===== src/rtl/otpv_pkg.sv =====
package otpv_pkg;
  typedef enum logic [2:0] {
    S_IDLE,
    S_WAIT,
    S_WR_ENTRY,
    S_WR_VERIFY,
    S_RD_STATUS,
    S_WR_RESET
  } seq_state_e;

  localparam logic [7:0] CMD_ENTRY  = 8'h60;
  localparam logic [7:0] CMD_VERIFY = 8'h40;
  localparam logic [7:0] CMD_RESET  = 8'hF0;
  localparam logic [7:0] STAT_OPEN  = 8'h00;
  localparam logic [7:0] STAT_LOCK  = 8'h01;
endpackage


===== src/rtl/settle_timer.sv =====
module settle_timer #(
  parameter int unsigned CYCLES = 200
) (
  input  logic clk_i,
  input  logic rst_ni,
  input  logic load_i,
  output logic expired_o
);
  localparam int unsigned CW = (CYCLES > 1) ? $clog2(CYCLES) : 1;
  localparam logic [CW-1:0] LOAD_VAL = CW'(CYCLES - 1);

  logic [CW-1:0] cnt_q;

  always_ff @(posedge clk_i or negedge rst_ni) begin
    if (!rst_ni)            cnt_q <= '0;
    else if (load_i)        cnt_q <= LOAD_VAL;
    else if (cnt_q != '0)   cnt_q <= cnt_q - 1'b1;
  end

  assign expired_o = (cnt_q == '0);

  p_cnt_bound_r3: assert property (@(posedge clk_i) disable iff (!rst_ni)
    cnt_q <= LOAD_VAL);
  p_cnt_down_r3: assert property (@(posedge clk_i) disable iff (!rst_ni)
    (!load_i && cnt_q != '0) |=> (cnt_q == $past(cnt_q) - 1'b1));
endmodule


===== src/rtl/status_decode.sv =====
module status_decode
  import otpv_pkg::*;
(
  input  logic [7:0] stat_i,
  output logic       prot_o,
  output logic       err_o
);
  always_comb begin
    prot_o = (stat_i == STAT_LOCK);
    err_o  = (stat_i != STAT_LOCK) && (stat_i != STAT_OPEN);
  end
endmodule


===== src/rtl/otp_guard_verify.sv =====
module otp_guard_verify
  import otpv_pkg::*;
#(
  parameter int unsigned    AW          = 12,
  parameter int unsigned    WAIT_CYCLES = 200,
  parameter logic [AW-1:0]  CMD_ADDR    = 12'h555,
  parameter logic [AW-1:0]  SEC_ADDR    = 12'hAC5
) (
  input  logic          clk_i,
  input  logic          rst_ni,
  input  logic          start_i,
  output logic          busy_o,
  output logic          done_o,
  output logic          prot_o,
  output logic          err_o,
  output logic          hv_en_o,
  output logic          bus_req_o,
  output logic          bus_we_o,
  output logic [AW-1:0] bus_addr_o,
  output logic [7:0]    bus_wdata_o,
  input  logic          bus_ack_i,
  input  logic [7:0]    bus_rdata_i
);
  // verify address: A6=0, A1=1, A0=0
  localparam logic [AW-1:0] CLR_MASK    = AW'(12'h041);
  localparam logic [AW-1:0] SET_MASK    = AW'(12'h002);
  localparam logic [AW-1:0] VERIFY_ADDR = (SEC_ADDR & ~CLR_MASK) | SET_MASK;

  seq_state_e state_q, state_d;
  logic hv_q, done_q, prot_q, err_q;
  logic kick, settled, dec_prot, dec_err, rd_done;

  assign kick    = (state_q == S_IDLE) && start_i;
  assign rd_done = (state_q == S_RD_STATUS) && bus_ack_i;

  settle_timer #(.CYCLES(WAIT_CYCLES)) u_timer (
    .clk_i    (clk_i),
    .rst_ni   (rst_ni),
    .load_i   (kick),
    .expired_o(settled)
  );

  status_decode u_dec (
    .stat_i(bus_rdata_i),
    .prot_o(dec_prot),
    .err_o (dec_err)
  );

  always_comb begin
    state_d = state_q;
    unique case (state_q)
      S_IDLE:      if (start_i)   state_d = S_WAIT;
      S_WAIT:      if (settled)   state_d = S_WR_ENTRY;
      S_WR_ENTRY:  if (bus_ack_i) state_d = S_WR_VERIFY;
      S_WR_VERIFY: if (bus_ack_i) state_d = S_RD_STATUS;
      S_RD_STATUS: if (bus_ack_i) state_d = S_WR_RESET;
      S_WR_RESET:  if (bus_ack_i) state_d = S_IDLE;
      default:                    state_d = S_IDLE;
    endcase
  end

  always_ff @(posedge clk_i or negedge rst_ni) begin
    if (!rst_ni) begin
      state_q <= S_IDLE;
      hv_q    <= 1'b0;
      done_q  <= 1'b0;
      prot_q  <= 1'b0;
      err_q   <= 1'b0;
    end else begin
      state_q <= state_d;
      done_q  <= (state_q == S_WR_RESET) && bus_ack_i;
      if (kick) begin
        hv_q   <= 1'b1;
        prot_q <= 1'b0;
        err_q  <= 1'b0;
      end else if (rd_done) begin
        hv_q   <= 1'b0;  // drop HV before the reset command goes out
        prot_q <= dec_prot;
        err_q  <= dec_err;
      end
    end
  end

  always_comb begin
    bus_req_o   = 1'b1;
    bus_we_o    = 1'b1;
    bus_addr_o  = CMD_ADDR;
    bus_wdata_o = 8'h00;
    unique case (state_q)
      S_WR_ENTRY:  bus_wdata_o = CMD_ENTRY;
      S_WR_VERIFY: begin
        bus_addr_o  = VERIFY_ADDR;
        bus_wdata_o = CMD_VERIFY;
      end
      S_RD_STATUS: begin
        bus_we_o   = 1'b0;
        bus_addr_o = VERIFY_ADDR;
      end
      S_WR_RESET:  bus_wdata_o = CMD_RESET;
      default:     bus_req_o = 1'b0;
    endcase
  end

  assign busy_o  = (state_q != S_IDLE);
  assign done_o  = done_q;
  assign prot_o  = prot_q;
  assign err_o   = err_q;
  assign hv_en_o = hv_q;

  // cycles spent with HV applied, saturating at WAIT_CYCLES
  localparam int unsigned HW = $clog2(WAIT_CYCLES + 1) + 1;
  logic [HW-1:0] hv_age_q;
  always_ff @(posedge clk_i or negedge rst_ni) begin
    if (!rst_ni)                        hv_age_q <= '0;
    else if (!hv_q)                     hv_age_q <= '0;
    else if (hv_age_q < HW'(WAIT_CYCLES)) hv_age_q <= hv_age_q + 1'b1;
  end

  p_settle_before_cmd_r3: assert property (@(posedge clk_i) disable iff (!rst_ni)
    (bus_req_o && state_q == S_WR_ENTRY) |-> (hv_age_q >= HW'(WAIT_CYCLES)));
  p_hv_only_busy_r2: assert property (@(posedge clk_i) disable iff (!rst_ni)
    hv_en_o |-> busy_o);
  p_reset_cmd_no_hv_r9: assert property (@(posedge clk_i) disable iff (!rst_ni)
    (bus_req_o && bus_we_o && bus_wdata_o == CMD_RESET) |-> !hv_en_o);
  p_req_hold_r12: assert property (@(posedge clk_i) disable iff (!rst_ni)
    (bus_req_o && !bus_ack_i) |=> (bus_req_o && $stable(bus_we_o)
      && $stable(bus_addr_o) && $stable(bus_wdata_o)));
  p_done_single_r10: assert property (@(posedge clk_i) disable iff (!rst_ni)
    done_o |=> !done_o);
  p_done_idle_r10: assert property (@(posedge clk_i) disable iff (!rst_ni)
    done_o |-> !busy_o);
  p_verdict_excl_r8: assert property (@(posedge clk_i) disable iff (!rst_ni)
    !(prot_o && err_o));
  p_busy_start_r11: assert property (@(posedge clk_i) disable iff (!rst_ni)
    (busy_o && start_i && state_q != S_WAIT) |=> !$rose(hv_en_o));
endmodule


===== config.mk =====
export PLATFORM = sky130hd
export DESIGN_NAME = otp_guard_verify
export DESIGN_NICKNAME = d
export VERILOG_FILES = /design/src/rtl/otpv_pkg.sv /design/src/rtl/settle_timer.sv /design/src/rtl/status_decode.sv /design/src/rtl/otp_guard_verify.sv
export SDC_FILE = /design/constraint.sdc
export NUM_CORES = 1
export LEC_CHECK = 0
export BUFFER_PORTS_ARGS = -buffer_cell sky130_fd_sc_hd__buf_2
export CORE_MARGIN = 3
export CORE_UTILIZATION = 49
export CTS_BUF_LIST = sky130_fd_sc_hd__clkbuf_2 sky130_fd_sc_hd__clkbuf_4 sky130_fd_sc_hd__clkbuf_8
export CTS_CLUSTER_DIAMETER = 60
export DETAILED_ROUTE_END_ITERATION = 7
export PLACE_DENSITY = 0.81
export SLEW_MARGIN = 25
export SYNTH_ARGS = -nofsm -noshare
export SYNTH_HDL_FRONTEND = slang
export SYNTH_SLANG_ARGS = --single-unit

===== constraint.sdc =====
create_clock -name clk_i -period 2.09 [get_ports clk_i]
set_input_delay 0 -clock clk_i [delete_from_list [all_inputs] [get_ports clk_i]]
set_output_delay 0 -clock clk_i [all_outputs]
set_load 0.005 [all_outputs]

==> After elaboration in Yosys (flattened, before gate mapping) <==
Index checks and enable logic that the tools add are counted.
{ "word_totals": {"regBits": 15, "input_bits": 12, "elab_cells": 53} }
{ "op_classes": {"n_addsub": 1, "eq_ne": 13, "n_mux": 19, "n_reduce_logical": 14} }
{ "op_table": {"columns": ["cell", "count"], "rows": [
  ["$pmux 8 s3", 1],
  ["$mux 3", 6],
  ["$pmux 3 s6", 1],
  ["$mux 8", 2],
  ["$reduce_bool 8->1", 2],
  ["$mux 12", 1],
  ["$ne 2x2->1 const B", 6],
  ["$eq 8x1->1 const B", 1],
  ["$logic_not 8->1", 1],
  ["$mux 1", 8],
  ["$ne 8x1->1 const B", 1],
  ["$sub 8x1->8 const B", 1],
  ["$eq 3x2->1 const B", 2],
  ["$eq 3x3->1 const B", 2],
  ["$reduce_and 6->1", 1],
  ["$logic_and 1x1->1", 4],
  ["$reduce_bool 2->1", 2],
  ["$reduce_or 4->1", 1],
  ["$eq 3x1->1 const B", 1],
  ["$logic_not 3->1", 1],
  ["$reduce_bool 3->1", 1],
  ["$reduce_or 2->1", 1]
]} }

==> Logic depth before layout (Yosys ltp) <==
Gate-level depths: netlist of the first run.
{ "depth": {"depth_word": 4, "mapped_depth": 6} }

==> Cells and area by module <==
From an unflattened synthesis of the first run, not the netlist that was laid out.
{ "unflattened": {"cells_unflattened": 108, "area_unflattened_um2": 1004.7} }
{ "by_module_without_submodules": {"columns": ["mod", "n_inst", "cells_each", "area_each_um2", "seq_area_each_um2"], "rows": [
  ["otp_guard_verify", 1, 60, 528.0, 175.2],
  ["settle_timer", 1, 44, 442.9, 200.2],
  ["status_decode", 1, 4, 33.8, 0.0]
]} }

==> Worst setup path before layout of the first run <==
Ideal clock, no wire load.
{ "synth_path": {"kind": "flip-flop to flip-flop", "start": "register u_timer.cnt_q[0]", "end": "register state_q[1]", "setup_time_ns": 0.078, "t_arrival_ns": 1.701, "required_ns": 2.012, "slack_ns": 0.312, "stages_incl_launch_ff": 7, "path_buffers": 1, "path_cell_list": "dfrtp_1 inv_1 ha_1 or3b_1 clkbuf_1 or4_1 a21oi_1"} }
{ "synth_via": {"elab_chain_len": 3} }
{ "synth_lines": {"columns": ["item", "line_no", "text"], "rows": [
  ["from (decl)", "settle_timer.sv:12", "logic [CW-1:0] cnt_q;"],
  ["from (signal assigned)", "settle_timer.sv:17", "else if (cnt_q != '0) cnt_q <= cnt_q - 1'b1;"],
  ["$logic_not 8->1", "settle_timer.sv:20", "assign expired_o = (cnt_q == '0);"],
  ["$ne 2x2->1 (no source line)", null, null],
  ["$reduce_and 6->1 (no source line)", null, null],
  ["to (signal assigned)", "otp_guard_verify.sv:70", "state_q <= state_d;"],
  ["to (decl)", "otp_guard_verify.sv:29", "seq_state_e state_q, state_d;"]
]} }
No other way between the ends.
A chain may end at the register's enable or synchronous reset.

==> Worst setup path after layout of the first run <==
Ends and elaborated chain as after synthesis.

==> results of run 1 <==
layout make-up:
cell class              instances  area, sq um
flip-flops and latches         15        375.4
repair buffers                 35        190.2
multi-input cells              75        445.4
clock inverters                 1        5.005
fillers                       146        683.2
clock buffers                   3        22.52
well taps                      25        31.28
inverters                       8        30.03
synthesized netlist by cell type:
library cell,n,share of area
and2_1,1,0.0065
nor4_1,1,0.0065
o21a_1,3,0.023
a211o_1,1,0.0091
a21oi_1,6,0.031
a221oi_1,1,0.0091
nand2b_1,3,0.020
nand4_1,1,0.0065
nor2_1,2,0.0078
o21ai_0,11,0.057
or3_2,1,0.0078
nor3b_1,1,0.0078
or2_2,1,0.0065
ha_1,2,0.026
nand3_1,2,0.010
o21bai_1,1,0.0078
and3_1,2,0.013
o221ai_1,1,0.0091
clkbuf_1,3,0.012
nor4bb_1,1,0.010
buf_4,15,0.12
or3b_2,1,0.0091
inv_1,8,0.031
or3b_1,1,0.0091
nand2_1,8,0.031
o31ai_1,1,0.0078
conb_1,2,0.0078
nor2b_1,2,0.013
o211ai_1,1,0.0078
nor3_1,5,0.026
dfrtp_1,15,0.39
or4_1,6,0.047
xor2_1,1,0.0091
clkbuf_2,1,0.0052
timing repair:
item | in CTS | in global routing
hold buffers | 2 | 0
resized for setup | 0 | 0
endpoints found under the hold margin | 16 | 0
buffers inserted | 0 | 0
setup endpoints to repair | 0 | 0
cell usage in the layout (no fill, tap or decap), types with 2 or more instances in the layout:
cell type,instances
nor3_1,5
nor2b_1,2
buf_2,31
ha_1,2
a21oi_1,6
o21a_1,3
dlygate4sd3_1,2
clkbuf_4,3
and3_1,2
conb_1,7
or4_1,6
nand2_1,8
nand2b_1,3
inv_1,8
nor2_1,2
nand3_1,2
dfrtp_1,15
buf_4,2
o21ai_0,11
flip-flops by register name, indices dropped and copies added, names as in the netlist:
name,flops
done_o,1
err_o,1
hv_en_o,1
prot_o,1
state_q,3
u_timer.cnt_q,8
metrics by stage:
step / cells / utilization
after CTS: 162 / 0.6168
final: 162 / 0.6168
after global placement: 156 / 0.5902
after detailed placement: 156 / 0.5902
after floorplan: 117 / -
after global routing: 162 / 0.6168
power groups by stage:
| stage | Combinational [mW] | Sequential (mW) | Clock [mW] |
|---|---|---|---|
| after CTS | 0.474 | 0.504 | 0.170 |
| after floorplan | 0.380 | 0.467 | 0 |
| after global placement | 0.451 | 0.501 | 0 |
| after detailed placement | 0.469 | 0.510 | 0 |
| after global routing | 0.544 | 0.526 | 0.179 |
| final | 0.475 | 0.509 | 0.169 |
worst reg2reg max path: stages, from the launching register on:
cell	delay (ns)
dfrtp_1	0.44
inv_1	0.10
ha_1	0.20
or3b_1	0.37
or4_1	0.47
a21oi_1	0.15
kinds of logic (layout without fill, tap and decap cells):
logic type               Yosys count  count (layout)  share of synthesized area
buffers and inverters             27              47                     0.1654
adder cells (fa/ha/maj)            2               2                    0.02604
AO/OA/AOI/OAI                     26              26                     0.1628
AND/OR/NAND/NOR                   39              39                     0.2383
flip-flops                        15              15                     0.3906
other                              2               7                   0.007815
XOR/XNOR                           1               1                   0.009116
per-layer routing:
metal	vias up	wire, um	track usage
met4	0	17	0.1152
met3	2	113	0.01780
li1	419	-	-
met2	39	1035	0.2957
met5	-	0	0
met1	407	875	0.2094
path summary, 6_finish.rpt:
kind,startpoint,to,slack [ns],depth (start not counted)
min in group asynchronous,rst_ni,u_timer.cnt_q[6]$_DFFE_PN0P_,0.14,2
worst max register to register,u_timer.cnt_q[0]$_DFFE_PN0P_,state_q[1]$_DFFE_PN0P_,0.29,5
worst min-delay path,bus_rdata_i[2],prot_o$_DFFE_PN0P_,0.008,4
worst min register to register,prot_o$_DFFE_PN0P_,prot_o$_DFFE_PN0P_,0.55,2
worst max-delay path,u_timer.cnt_q[0]$_DFFE_PN0P_,state_q[1]$_DFFE_PN0P_,0.29,5
max in group asynchronous,rst_ni,state_q[1]$_DFFE_PN0P_,1.70,2
==> flow_metrics.py, run 1 <==
metrics = {
    "clocking": {
        "cts_buffer_depth": 2,
        "cts_tree": "yes",
        "numCtsBuffers": 3,
        "clock-root-buffer": "clkbuf_4",
        "insertion_delay_ns": 0.29,
        "clock_sinks": 15,
        "clk_pin_slew_ns": 0.09,
        "cts_max_level": 1,
    },
    "worst_setup_path": {
        "cp_slowest_stage_delay_ns": 0.47,
        "worstPathCellList": "inv_1 -> ha_1 -> or3b_1 -> or4_1 -> a21oi_1",
        "criticalPathCategory": "reg -> reg",
        "cp_slowest_cell": "or4_1",
        "critPathRequiredTime_ns": 2.30,
        "worstSetupStartpointType": "flop",
        "cp-end-kind": "flop",
        "cp_top_family": "simple AND/OR/NAND/NOR gates",
        "path_max_fanout": 5,
        "cp_data_arrival_time_ns": 2.01,
        "path_buf_inv": 1,
    },
    "finish": {
        "antenna_cells": 0,
        "nNetsFinal": 152,
        "design_area_sq_um": 1100,
        "post_route_cells_drive_above_1_share": 0.2920,
        "syn_to_final_growth_pct": 14.45,
    },
    "timing": {
        "period_share": 0.8610,
        "timing.hold.ws_ns": 0.007989,
        "setup_tns_ns": 0,
        "fmax_mhz": 555.7,
        "setup_violations": 0,
        "rsz0062_at_grt": "false",
        "skew_ns": 0.005239,
        "period_needed_ns": 1.799,
        "max_slew_margin": 0.5621,
        "worst_pin_slew_ns": 0.6480,
        "finalWorstSetupSlack_ns": 0.2906,
        "hold_viol_final": 0,
        "drv_slew": 0,
    },
    "detailed_routing": {
        "vias": 867,
        "viasPerCell": 5.352,
        "wl_per_cell_um": 12.61,
        "routed_wl_mm": 2.043,
        "route.detailed.drc": 0,
        "drt_first_pass_iters": 4,
        "initialDrtViolationCount": 29,
        "ant_nets": 0,
    },
    "logic_synthesis": {
        "synth.distinct_cells": 34,
        "yosys_register_bits": 15,
        "syn_inst": 112,
        "yosysWarnings": 0,
        "synth_area_sq_um": 960.9,
        "yosysSeqAreaShare": 0.3906,
        "avgSynthCellArea_sq_um": 8.580,
    },
    "place": {
        "io_buffers": 31,
        "place_ws_ns": 0.3477,
        "post_dp_cell_area_sq_um": 1052,
        "place.gp.congestion": 0.7727,
        "hpwl_mm": 1.558,
    },
    "die": {
        "start_util": 0.5389,
        "core_sq_um": 1783,
        "die_area_sq_um": 2529,
        "die_x_um": 50.29,
        "die_h_um": 50.29,
        "rows": 15,
        "io_pins": 39,
    },
    "min_path": {
        "hp-class": "in -> reg",
    },
    "pwr": {
        "peakVddDrop_uv": 648.2,
        "p_per_area_nw_per_um2": 1048,
        "power.leakage_nw": 0.5538,
        "seq_power_share": 0.442,
        "power.total_mw": 1.153,
        "switching_power_uw": 460.4,
        "internal_power_uw": 692.7,
        "p_comb_frac": 0.412,
        "p_clk_frac": 0.146,
        "switching_share": 0.3993,
    },
    "global_routing": {
        "grt_pass1_wl_mm": 3.422,
        "antenna_found_initial": 0,
        "gr-total-overflow": 0,
        "grt.total_usage": 0.1753,
        "grt_max_degree": 16,
        "grt_pass1_vias": 843,
    },
    "run": {
        "drv_cap": 0,
    },
    "run_status": {
        "run_status": "finished, final reports clean",
    },
}
No activity file was read; power rests on OpenSTA's default activity.
==> run 2, diff against run 1 <==
--- a/config.mk
+++ b/config.mk
@@ -12,7 +12,7 @@
 export CTS_CLUSTER_DIAMETER = 60
 export DETAILED_ROUTE_END_ITERATION = 7
 export PLACE_DENSITY = 0.81
-export SLEW_MARGIN = 25
+export REMOVE_ABC_BUFFERS = 1
 export SYNTH_ARGS = -nofsm -noshare
 export SYNTH_HDL_FRONTEND = slang
 export SYNTH_SLANG_ARGS = --single-unit
==> run 2 against run 1 <==
Non-clock buffer count decreased by 1; hold slack improved by 0.0067 ns; worst setup slack better by 0.015 ns; design area shrank 0.45%; maximum frequency up 0.84%; power down 0.56%; global-route usage is 1.4 points lower.
==> flow_metrics.py, run 2 (synthesized netlist as in run 1, its figures left out) <==
metrics = {
    "finish": {
        "mostFrequentLayoutCells": "buf_2 (31), dfrtp_1 (15), o21ai_0 (11)",
        "seq_area_sq_um": 375.4,
        "largest_reg_flops": 8,
        "layout_commonest_cell": "buf_2",
        "fillCellCount": 156,
        "top_regs": "u_timer.cnt_q x8, state_q x3",
        "final_util": 0.6140,
        "final_cells": 161,
        "antenna_cells": 0,
        "largest_register": "u_timer.cnt_q",
        "syn_to_final_growth_pct": 13.93,
        "nNetsFinal": 151,
        "post_route_cells_drive_above_1_share": 0.2868,
        "multi_input_area_sq_um": 445.4,
        "design_area_sq_um": 1095,
    },
    "global_routing": {
        "grt_pass1_vias": 721,
        "grt.total_usage": 0.1615,
        "grt_max_degree": 16,
        "gr-total-overflow": 0,
        "grt_pass1_wl_mm": 3.125,
        "antenna_found_initial": 0,
    },
    "run_status": {
        "run_status": "finished, final reports clean",
    },
    "detailed_routing": {
        "route.detailed.drc": 0,
        "ant_nets": 0,
        "viasPerCell": 5.317,
        "initialDrtViolationCount": 8,
        "vias": 856,
        "drt_first_pass_iters": 4,
        "wl_per_cell_um": 12.11,
        "routed_wl_mm": 1.950,
    },
    "timing": {
        "drv_slew": 0,
        "setup_tns_ns": 0,
        "setup_violations": 0,
        "max_slew_margin": 0.5795,
        "timing.hold.ws_ns": 0.01474,
        "period_share": 0.8538,
        "fmax_mhz": 560.4,
        "hold_viol_final": 0,
        "finalWorstSetupSlack_ns": 0.3055,
        "skew_ns": 0.005589,
        "rsz0062_at_grt": "false",
        "period_needed_ns": 1.785,
        "worst_pin_slew_ns": 0.6222,
    },
    "clocking": {
        "cts_tree": "yes",
        "clock_sinks": 15,
        "numCtsBuffers": 3,
        "insertion_delay_ns": 0.29,
        "cts_buffer_depth": 2,
        "clock-root-buffer": "clkbuf_4",
        "cts_max_level": 1,
        "clk_pin_slew_ns": 0.09,
    },
    "worst_setup_path": {
        "cp_data_arrival_time_ns": 2.00,
        "worstSetupStartpointType": "flop",
        "r2r_setup_slack_ns": 0.31,
        "r2r_end": "state_q[1]$_DFFE_PN0P_",
        "cp_slowest_stage_delay_ns": 0.48,
        "criticalPathCategory": "reg -> reg",
        "reg2reg_from": "u_timer.cnt_q[0]$_DFFE_PN0P_",
        "startpoint": "u_timer.cnt_q[0]$_DFFE_PN0P_",
        "endpoint": "state_q[1]$_DFFE_PN0P_",
        "ff2ff_path_depth": 5,
        "cp_slowest_cell": "or4_1",
        "worstPathCellList": "inv_1 -> ha_1 -> or3b_1 -> or4_1 -> a21oi_1",
        "critPathRequiredTime_ns": 2.30,
        "cp-end-kind": "flop",
        "path_max_fanout": 5,
    },
    "place": {
        "post_dp_cell_area_sq_um": 1045,
        "dp.cells": 155,
        "place.gp.congestion": 0.8099,
        "io_buffers": 31,
        "hpwl_mm": 1.473,
        "place_ws_ns": 0.3456,
    },
    "run": {
        "drv_cap": 0,
    },
    "die": {
        "rows": 15,
        "start_util": 0.5389,
        "io_pins": 39,
        "core_sq_um": 1783,
        "die_x_um": 50.29,
        "die_h_um": 50.29,
        "die_area_sq_um": 2529,
    },
    "pwr": {
        "power.leakage_nw": 0.5502,
        "peakVddDrop_uv": 515.7,
        "p_per_area_nw_per_um2": 1047,
        "power.total_mw": 1.147,
    },
    "min_path": {
        "hp-class": "in -> reg",
    },
}
[run 2: changes by cell type in the layout (fill, tap and decap cells not counted)]
cell | before | now
buf_4 | 2 | 1
clkbuf_4 | 3 | 4
clkinv_2 | 1 | 0
[run 2: cell type report]
class / instances / share of cell area
Clock buffer: 4 / 0.02743
Inverter: 8 / 0.02743
Multi-Input combinational cell: 75 / 0.4069
Tap cell: 25 / 0.02857
Timing Repair Buffer: 34 / 0.1669
Sequential cell: 15 / 0.3429
[run 2: metal layers]
layer  up-vias  wire length (um)  track usage
li1        415                 -            -
met1       403               852       0.2093
met2        34               929       0.2435
met3         4               153      0.06825
met4         0                14      0.04608
met5         -                 0            0
[run 2: timing repair]
| action | 4_1_cts | 5_1_grt |
|---|---|---|
| setup buffers | 0 | 0 |
| endpoints found under the hold margin | 16 | 0 |
| setup endpoints to repair | 0 | 0 |
| hold buffers | 2 | 0 |
| gates resized for setup | 0 | 0 |
[run 2: report_power, final]
part	internal [mW]	switching, mW	total, mW
combinational	0.220	0.238	0.459
sequential	0.390	0.116	0.506
clock	0.0872	0.0941	0.181
total	0.698	0.449	1.15
[run 2: critical path: cells and delay by family, from the launching register on]
| family | cells | cell delay [ns] |
|---|---|---|
| adders and majority gates | 1 | 0.18 |
| DFF | 1 | 0.43 |
| and+or+nand+nor | 2 | 0.87 |
| buffers and inverters | 1 | 0.10 |
| AOI/OAI and AO/OA | 1 | 0.13 |
[run 2: worst min path at each step]
| stage | start | to | slack [ns] | depth (start not counted) |
|---|---|---|---|---|
| 3_3_place_gp | rst_ni | u_timer.cnt_q[2]$_DFFE_PN0P_ | -0.08 | 1 |
| 4_1_cts | bus_rdata_i[3] | prot_o$_DFFE_PN0P_ | 0.02 | 4 |
| 5_1_grt | bus_rdata_i[1] | prot_o$_DFFE_PN0P_ | 0.01 | 4 |
| 3_5_place_dp | rst_ni | u_timer.cnt_q[2]$_DFFE_PN0P_ | -0.08 | 1 |
| 2_1_floorplan | rst_ni | done_o$_DFF_PN0_ | -0.30 | 0 |
| 6_report | bus_rdata_i[2] | prot_o$_DFFE_PN0P_ | 0.01 | 4 |
==> run 3, diff against run 2 <==
--- a/config.mk
+++ b/config.mk
@@ -7,11 +7,11 @@
 export LEC_CHECK = 0
 export BUFFER_PORTS_ARGS = -buffer_cell sky130_fd_sc_hd__buf_2
 export CORE_MARGIN = 3
-export CORE_UTILIZATION = 49
+export CORE_UTILIZATION = 53
 export CTS_BUF_LIST = sky130_fd_sc_hd__clkbuf_2 sky130_fd_sc_hd__clkbuf_4 sky130_fd_sc_hd__clkbuf_8
 export CTS_CLUSTER_DIAMETER = 60
 export DETAILED_ROUTE_END_ITERATION = 7
-export PLACE_DENSITY = 0.81
+export PLACE_DENSITY = 0.87
 export REMOVE_ABC_BUFFERS = 1
 export SYNTH_ARGS = -nofsm -noshare
 export SYNTH_HDL_FRONTEND = slang
==> constraint.sdc (replaced) <==
create_clock -name clk_i -period 2.2 [get_ports clk_i]
set_input_delay 0 -clock clk_i [delete_from_list [all_inputs] [get_ports clk_i]]
set_output_delay 0 -clock clk_i [all_outputs]
set_load 0.005 [all_outputs]
==> run 3 against run 2 <==
Sequential share of layout area is 0.12 points higher; final cell count decreased by 0.62%; sequential power decreased by 4.7%; clock power decreased by 12%; sequential cell count unchanged; critical path type unchanged; via count decreased by 0.47%; largest cell class unchanged; first-iteration DRC count increased to 2.8 times the previous value; utilization up 6.3 points; hold slack improved by 0.0068 ns; critical endpoint is now u_timer.cnt_q[0]$_DFFE_PN0P_; global-route usage increased by 0.92 points; combinational power decreased by 4.4%; highest routed layer unchanged.
==> flow_metrics.py, run 3 (synthesized netlist as in run 1, its figures left out) <==
metrics = {
    "run_status": {
        "run_status": "finished, final reports clean",
    },
    "worst_setup_path": {
        "worstPathCellList": "inv_1 -> ha_1 -> or3b_1 -> buf_4 -> o21a_1 -> o21ai_0",
        "cp_slowest_cell": "dfrtp_1",
        "path_buf_inv": 2,
        "worstSetupStartpointType": "flop",
        "cp_top_family": "compound AO/OA/AOI/OAI gates",
        "cp-end-kind": "flop",
        "reg2reg_from": "u_timer.cnt_q[0]$_DFFE_PN0P_",
        "cp_slowest_stage_delay_ns": 0.42,
        "criticalPathCategory": "reg -> reg",
        "critPathRequiredTime_ns": 2.38,
        "cp_data_arrival_time_ns": 1.96,
        "startpoint": "u_timer.cnt_q[0]$_DFFE_PN0P_",
        "path_max_fanout": 7,
    },
    "detailed_routing": {
        "wl_per_cell_um": 12.65,
        "viasPerCell": 5.325,
        "vias": 852,
        "ant_nets": 0,
        "route.detailed.drc": 0,
        "initialDrtViolationCount": 22,
        "drt_first_pass_iters": 6,
        "routed_wl_mm": 2.024,
    },
    "finish": {
        "largest_reg_flops": 8,
        "post_route_cells_drive_above_1_share": 0.2868,
        "antenna_cells": 0,
        "syn_to_final_growth_pct": 13.54,
        "final_cells": 160,
        "mostFrequentLayoutCells": "buf_2 (31), dfrtp_1 (15), o21ai_0 (11)",
        "largest_register": "u_timer.cnt_q",
        "nNetsFinal": 151,
        "top_regs": "u_timer.cnt_q x8, state_q x3",
        "layout_commonest_cell": "buf_2",
        "fillCellCount": 147,
    },
    "clocking": {
        "numCtsBuffers": 3,
        "cts_buffer_depth": 2,
        "clk_pin_slew_ns": 0.10,
        "clock_sinks": 15,
        "holdBufCountCts": 2,
        "cts_tree": "yes",
        "ctsResizeCount": 0,
        "clock-root-buffer": "clkbuf_4",
        "post_cts_buffers": 0,
        "insertion_delay_ns": 0.28,
        "cts_max_level": 1,
    },
    "global_routing": {
        "grt_pass1_wl_mm": 3.249,
        "grt.total_usage": 0.1707,
        "grt_max_degree": 16,
        "antenna_found_initial": 0,
        "gr-total-overflow": 0,
        "grt_pass1_vias": 723,
    },
    "die": {
        "die_h_um": 48.58,
        "die_x_um": 48.58,
        "core_sq_um": 1612,
        "die_area_sq_um": 2360,
        "rows": 14,
        "io_pins": 39,
        "start_util": 0.5963,
    },
    "timing": {
        "hold_viol_final": 0,
        "max_slew_margin": 0.4797,
        "skew_ns": 0.003250,
        "setup_tns_ns": 0,
        "drv_slew": 0,
        "timing.hold.ws_ns": 0.02154,
        "period_share": 0.8109,
        "period_needed_ns": 1.784,
        "setup_violations": 0,
        "rsz0062_at_grt": "false",
        "worst_pin_slew_ns": 0.7699,
        "fmax_mhz": 560.6,
    },
    "place": {
        "hpwl_mm": 1.485,
        "dp.cells": 154,
        "place.gp.congestion": 0.8511,
        "io_buffers": 31,
    },
    "run": {
        "drv_cap": 0,
    },
    "min_path": {
        "hp-start": "bus_rdata_i[2]",
        "hp-class": "in -> reg",
    },
    "pwr": {
        "peakVddDrop_uv": 492.1,
        "p_per_area_nw_per_um2": 989.6,
        "power.leakage_nw": 0.5495,
    },
}
run 3: final timing paths:
| kind | cells after the start | slack (ns) | to |
|---|---|---|---|
| max in group asynchronous | 2 | 1.80 | u_timer.cnt_q[4]$_DFFE_PN0P_ |
| min in group asynchronous | 2 | 0.16 | u_timer.cnt_q[3]$_DFFE_PN0P_ |
| worst max register to register | 6 | 0.42 | u_timer.cnt_q[0]$_DFFE_PN0P_ |
| worst max-delay path | 6 | 0.42 | u_timer.cnt_q[0]$_DFFE_PN0P_ |
| worst min-delay path | 4 | 0.02 | prot_o$_DFFE_PN0P_ |
| worst min register to register | 2 | 0.55 | hv_en_o$_DFFE_PN0P_ |
run 3: through the flow:
step                power [mW]  instance area, sq um  setup slack [ns]    util
floorplan               0.7653                 850.8            0.4662       -
global placement        0.8936                  1044            0.5153  0.6475
detailed placement      0.9146                  1044            0.4613  0.6475
CTS                      1.079                  1091            0.4101  0.6770
global route             1.177                  1091            0.2967  0.6770
finish                   1.080                  1091            0.4161  0.6770
run 3: cell type report:
class	count	area [sq um]	share of cell area
Inverter	8	30.03	0.02752
Tap cell	24	30.03	0.02752
Clock inverter	1	5.005	0.004587
Timing Repair Buffer	34	182.7	0.1674
Clock buffer	3	22.52	0.02064
Multi-Input combinational cell	75	445.4	0.4083
Sequential cell	15	375.4	0.3440
run 3: worst reg2reg max path, stage by stage, from the launching register on:
cell	delay (ns)
dfrtp_1	0.42
inv_1	0.09
ha_1	0.20
or3b_1	0.38
buf_4	0.17
o21a_1	0.19
o21ai_0	0.23
run 3: power by group:
part | switching (mW) | leakage (nW) | internal [mW]
logic | 0.229 | 0.349 | 0.210
registers | 0.111 | 0.183 | 0.371
clock network | 0.0913 | 0.0177 | 0.0673
run 3: per-layer routing:
metal,GRT usage,wire length [um]
met2,0.2936,979
met5,0,0
met1,0.2237,849
met3,0.03374,180
met4,0.03318,14
